--- src/rtl/pci_tgt_seq.sv ---
module pci_tgt_seq #(
  parameter logic [31:0] BAR_BASE  = 32'h1000_0000,
  parameter int          WIN_BYTES = 64,
  parameter int          RD_WAIT   = 2
) (
  input  logic        clk,
  input  logic        rst_n,
  input  logic        frame_n,
  input  logic        irdy_n,
  input  logic        idsel,
  input  logic [3:0]  cbe_n,
  input  logic [31:0] ad_in,
  output logic [31:0] ad_out,
  output logic        ad_oe,
  output logic        devsel_n,
  output logic        trdy_n,
  output logic        stop_n,
  output logic        ctl_oe,
  output logic [31:0] reg_addr,
  output logic        reg_cfg,
  output logic        reg_wr,
  output logic        reg_rd,
  output logic [3:0]  reg_be,
  output logic [31:0] reg_wdata,
  input  logic [31:0] reg_rdata,
  input  logic        reg_ready
);
  localparam int WIN_AW = $clog2(WIN_BYTES);
  localparam int CFG_AW = 8;
  localparam int WCW    = $clog2(RD_WAIT + 2);
  localparam logic [WCW-1:0] WAIT_V = WCW'(RD_WAIT);

  typedef enum logic [2:0] {S_IDLE, S_DEC, S_DATA, S_STOPW, S_TURN, S_SKIP} st_t;

  st_t             st;
  logic [31:0]     addr_q;
  logic            cfg_q, wr_q;
  logic [WCW-1:0]  wcnt;
  logic            devsel_q, trdy_q, stop_q, oe_q, adoe_q;
  logic [31:0]     adout_q;

  logic mem_cmd, cfg_cmd, mem_hit, cfg_hit;
  logic hs, open_phase, can_go, load, last_word;
  logic [31:0]    addr_nxt;
  logic [WCW-1:0] cnt_now;

  assign mem_cmd = cbe_n inside {4'b0110, 4'b0111, 4'b1100, 4'b1110, 4'b1111};
  assign cfg_cmd = cbe_n inside {4'b1010, 4'b1011};
  assign mem_hit = mem_cmd && (ad_in[31:WIN_AW] == BAR_BASE[31:WIN_AW]);
  assign cfg_hit = cfg_cmd && idsel && (ad_in[1:0] == 2'b00);

  assign hs         = (st == S_DATA) && !trdy_q && !irdy_n;
  assign addr_nxt   = hs ? addr_q + 32'd4 : addr_q;
  assign cnt_now    = hs ? '0 : wcnt;
  assign can_go     = reg_ready && (wr_q || cnt_now >= WAIT_V);
  assign open_phase = (st == S_DATA) && (trdy_q || hs) && !(hs && frame_n) && !(hs && !stop_q);
  assign load       = open_phase && can_go;
  assign last_word  = cfg_q ? &addr_nxt[CFG_AW-1:2] : &addr_nxt[WIN_AW-1:2];

  assign ad_out    = adout_q;
  assign ad_oe     = adoe_q;
  assign devsel_n  = devsel_q;
  assign trdy_n    = trdy_q;
  assign stop_n    = stop_q;
  assign ctl_oe    = oe_q;
  assign reg_addr  = wr_q ? addr_q : addr_nxt;
  assign reg_cfg   = cfg_q;
  assign reg_wr    = hs && wr_q;
  assign reg_rd    = load && !wr_q;
  assign reg_be    = ~cbe_n;
  assign reg_wdata = ad_in;

  always_ff @(posedge clk or negedge rst_n) begin
    if (!rst_n) begin
      st       <= S_IDLE;
      addr_q   <= '0;
      cfg_q    <= 1'b0;
      wr_q     <= 1'b0;
      wcnt     <= '0;
      devsel_q <= 1'b1;
      trdy_q   <= 1'b1;
      stop_q   <= 1'b1;
      oe_q     <= 1'b0;
      adoe_q   <= 1'b0;
      adout_q  <= '0;
    end else begin
      case (st)
        S_IDLE: begin
          if (!frame_n) begin
            addr_q <= ad_in;
            cfg_q  <= cfg_hit;
            wr_q   <= cbe_n[0];
            if (mem_hit || cfg_hit) begin
              st   <= S_DEC;
              oe_q <= 1'b1;
            end else begin
              st <= S_SKIP;
            end
          end
        end
        S_DEC: begin
          st       <= S_DATA;
          devsel_q <= 1'b0;
          adoe_q   <= !wr_q;
          wcnt     <= '0;
        end
        S_DATA: begin
          addr_q <= addr_nxt;
          if (hs && frame_n) begin
            st       <= S_TURN;
            devsel_q <= 1'b1;
            trdy_q   <= 1'b1;
            stop_q   <= 1'b1;
            adoe_q   <= 1'b0;
          end else if (hs && !stop_q) begin
            st     <= S_STOPW;
            trdy_q <= 1'b1;
            adoe_q <= 1'b0;
          end else if (open_phase) begin
            if (can_go) begin
              trdy_q  <= 1'b0;
              stop_q  <= !(last_word && !frame_n);
              adout_q <= reg_rdata;
              wcnt    <= '0;
            end else begin
              trdy_q <= 1'b1;
              wcnt   <= (cnt_now == WAIT_V) ? cnt_now : cnt_now + 1'b1;
            end
          end
        end
        S_STOPW: begin
          if (frame_n) begin
            st       <= S_TURN;
            devsel_q <= 1'b1;
            stop_q   <= 1'b1;
          end
        end
        S_TURN: begin
          st   <= S_IDLE;
          oe_q <= 1'b0;
        end
        S_SKIP: begin
          if (frame_n && irdy_n) st <= S_IDLE;
        end
        default: st <= S_IDLE;
      endcase
    end
  end
endmodule

--- config.mk ---
export PLATFORM = sky130hd
export DESIGN_NAME = pci_tgt_seq
export DESIGN_NICKNAME = d
export VERILOG_FILES = /design/src/rtl/pci_tgt_seq.sv
export SDC_FILE = /design/constraint.sdc
export NUM_CORES = 1
export LEC_CHECK = 0
export ABC_CLOCK_PERIOD_IN_PS = 2400
export BUFFER_PORTS_ARGS = -buffer_cell sky130_fd_sc_hd__buf_2
export CELL_PAD_IN_SITES_DETAIL_PLACEMENT = 1
export CELL_PAD_IN_SITES_GLOBAL_PLACEMENT = 2
export CORE_UTILIZATION = 29
export DETAILED_ROUTE_END_ITERATION = 8
export PLACE_DENSITY = 0.78
export SLEW_MARGIN = 20
export SYNTH_ARGS = -nofsm -noshare
export SYNTH_HDL_FRONTEND = slang
export SYNTH_SLANG_ARGS = --single-unit
--- constraint.sdc ---
create_clock -name clk -period 2.4 [get_ports clk]
set_clock_uncertainty 0.15 [all_clocks]
set_input_delay 0 -clock clk [delete_from_list [all_inputs] [get_ports clk]]
set_output_delay 0 -clock clk [all_outputs]
set_load 0.01 [all_outputs]
==> results.py <==
metrics = {
    "run_status": {
        "outcome": "complete, no violations",
    },
    "global_routing": {
        "grt_max_degree": 77,
        "antenna_found_initial": 0,
        "track_usage_pct": 21.3,
        "grt_pass1_vias": 5067,
        "grt-ovfl-total": 0,
        "grt_pass1_wl_mm": 27.4,
    },
    "synthesis": {
        "synthCells": 506,
        "synth-seq-cells": 76,
        "yosys_warnings": 0,
        "synth-edff-count": 0,
        "synthArstFlopShare_pct": 100,
        "ys_seq_area_share_pct": 40.1,
        "synth_fp_nets": 582,
        "synthesis.area_mm2": 0.00475,
        "synth_top_cell_by_area": "dfrtp_1",
        "synth_area_per_cell_um2": 9.39,
        "synth_top_area_share_pct": 38.5,
        "synthDistinctLibCells": 64,
        "synth.area.top_cells": "dfrtp_1 38%, mux2_2 7.8%, buf_4 5.5%",
        "ys.flop_type": "dfrtp_1",
    },
    "detailed_routing": {
        "wl_met2_mm": 9.27,
        "drt-met1-wl_mm": 7.70,
        "first_iter_violations": 223,
        "drcViolationCount": 0,
        "ant_nets": 0,
        "top_layer": "met4",
        "wl_per_cell_um": 18.8,
        "wl_met3_um": 756,
        "drtPass1Iterations": 5,
        "drt_wl_total_mm": 18.2,
        "dr_total_vias": 4934,
        "vias_per_cell": 5.11,
    },
    "worst_setup_path": {
        "r2r_end": "addr_q[29]",
        "crit_required_ns": 2.25,
        "r2r-start": "st[0]",
        "worstSetupPathType": "flip-flop to output pin",
        "arrival_ns": 2.24,
        "crit_fanout": 4,
        "crit_path_end_kind": "output pin",
        "critPathLaunchType": "flip-flop",
        "reg2reg_slack_ns": 0.06,
        "reg2reg_depth": 8,
        "critPathLaunch": "st[0]",
        "endpoint": "reg_addr[13]",
    },
    "floorplan": {
        "die_area_mm2": 0.0169,
        "io_pins": 182,
        "num_rows": 46,
        "core_area_mm2": 0.0159,
        "start_util_pct": 29.8,
        "die_height_um": 130,
        "die_x_um": 130,
    },
    "timing": {
        "finalSetupViolations": 0,
        "relSlewSlack_pct": 56.6,
        "finalHoldViolCount": 0,
        "clock.fmax_mhz": 418,
        "drv_slew": 0,
        "finalCritPeriodShare_pct": 99.7,
        "timing.final.ws_setup_ns": 0.00715,
        "fin_crit_ns": 2.39,
        "rsz0062_at_grt": "yes",
        "worstMarginPinSlew_ns": 0.642,
    },
    "placement": {
        "dp_hpwl_mm": 12.5,
        "port_buffers": 181,
        "placed_area_mm2": 0.00577,
        "detailedPlace.worstSlack_ns": 0.153,
        "place.gp.congestion": 0.808,
    },
    "power_and_ir_drop": {
        "p_sw_share_pct": 42.4,
        "finalPower_mw": 7.46,
        "peakVddDrop_v": 0.000404,
        "p_sw_mw": 3.16,
        "p_per_area_mw_per_mm2": 1040,
        "p_clk_share_pct": 20.0,
        "pwr-share-seq_pct": 33.5,
        "comb_power_share_pct": 46.5,
        "internal_power_mw": 4.30,
        "p_leak_nw": 3.33,
    },
    "clock_network": {
        "cts_tree": "yes",
        "clk_pin_slew_ns": 0.07,
        "h-tree-depth": 3,
        "insertion_delay_ns": 0.35,
        "cts_buffer_depth": 2,
        "cts_sinks": 76,
        "cts_buffers": 9,
        "cts_root_buf": "clkbuf_16",
    },
    "finish": {
        "syn_to_final_growth_pct": 50.3,
        "drive_above_1_share_pct": 44.8,
        "finalInstanceArea_mm2": 0.00714,
        "diodes": 0,
        "layout_common_cells": "180 x buf_2, 69 x dlygate4sd3_1, 63 x dfrtp_1",
        "final_nets": 821,
        "n_fill_cell": 1871,
        "final_common_cell": "buf_2",
    },
    "worst_hold_path": {
        "hold_class": "primary input to async pin",
    },
    "run": {
        "maxCapViolCount": 0,
    },
}
-- logic make-up (layout without fill, tap and decap cells) --
kind of cell / Yosys count / in the layout / share of synthesized area (%)
simple gates: 193 / 193 / 22.4
compound gates: 91 / 91 / 13.7
buf+inv: 78 / 322 / 9.27
xor+xnor: 30 / 30 / 5.53
mux: 36 / 36 / 8.46
flops: 76 / 76 / 40.1
fa+ha+maj: 2 / 2 / 0.527
-- synth_stat cells (7+ instances only) --
cell	instances
dfrtp_1	73
nand2_1	48
nor2_1	39
buf_4	35
mux2_2	33
nand3_1	27
xor2_1	23
clkbuf_1	19
o21ai_0	16
o211ai_1	15
buf_2	13
inv_1	10
nand4_1	10
nor3_1	10
a21oi_1	9
or3_1	8
a22oi_1	7
and3_1	7
o311ai_0	7
xnor2_1	7
-- metal layers --
| metal | GRT usage (%) | vias to the layer above |
|---|---|---|
| met4 | 9.17 | 0 |
| met5 | 0 | - |
| met3 | 3.57 | 30 |
| met2 | 36.3 | 143 |
| li1 | - | 2276 |
| met1 | 26.6 | 2485 |
-- power groups by stage --
stage | clock network [mW] | logic [mW] | registers [mW]
final | 1.49 | 3.47 | 2.50
after CTS | 1.52 | 3.35 | 2.47
after floorplan | 0 | 1.89 | 2.38
after global placement | 0 | 3.06 | 2.42
after detailed placement | 0 | 3.17 | 2.48
after global routing | 1.57 | 3.76 | 2.60
-- stage by stage --
stage | instances | hold slack, ns | TNS, ns | utilization (%)
finish | 966 | 0.0613 | 0 | 44.8
global route | 966 | 0.111 | -0.845 | 44.8
CTS | 957 | 0.0774 | -0.0126 | 43.2
detailed placement | 863 | -0.0745 | 0 | 36.2
global placement | 863 | -0.0880 | 0 | 36.2
floorplan | 506 | -0.446 | 0 | -
-- worst min path at each step --
stage / from / end / slack (ns) / cells after the start
2_1_floorplan: rst_n / ad_oe / -0.45 / 0
3_3_place_gp: rst_n / ad_out[17] / -0.09 / 2
3_5_place_dp: rst_n / addr_q[27] / -0.07 / 2
4_1_cts: irdy_n / st[0] / 0.08 / 4
5_1_grt: rst_n / ad_out[17] / 0.11 / 3
6_report: rst_n / ad_out[17] / 0.06 / 3
-- worst max-delay path, stage by stage (launching register included) --
cell and delay [ns]:
dfrtp_1 0.42, or3b_4 0.44, nor4_4 0.25, buf_4 0.18
nand4_1 0.14, nor2_1 0.16, xor2_1 0.15, buf_2 0.15
-- area by class of cell --
| cell class | count | area [um2] | area share, % |
|---|---|---|---|
| Multi-Input combinational cell | 352 | 2610 | 36.6 |
| Timing Repair Buffer | 296 | 1990 | 27.8 |
| Sequential cell | 76 | 1920 | 26.9 |
| Tap cell | 216 | 270 | 3.78 |
| Clock buffer | 9 | 225 | 3.15 |
| Clock inverter | 7 | 90.1 | 1.26 |
| Inverter | 10 | 37.5 | 0.526 |
-- timing repair --
action,4_1_cts,5_1_grt
resized for setup,14,44
hold buffers,69,0
setup endpoints to repair,24,29
hold endpoints to repair,144,0
pin swaps,6,11
buffers inserted,9,9
-- registers in the layout, indices dropped and copies added (netlist names) --
register	count
wcnt	2
ad_oe	1
ad_out	32
stop_n	1
addr_q	32
wr_q	1
ctl_oe	1
trdy_n	1
reg_cfg	1
st	3
devsel_n	1
Note: power is estimated with default switching activity, not from simulation.
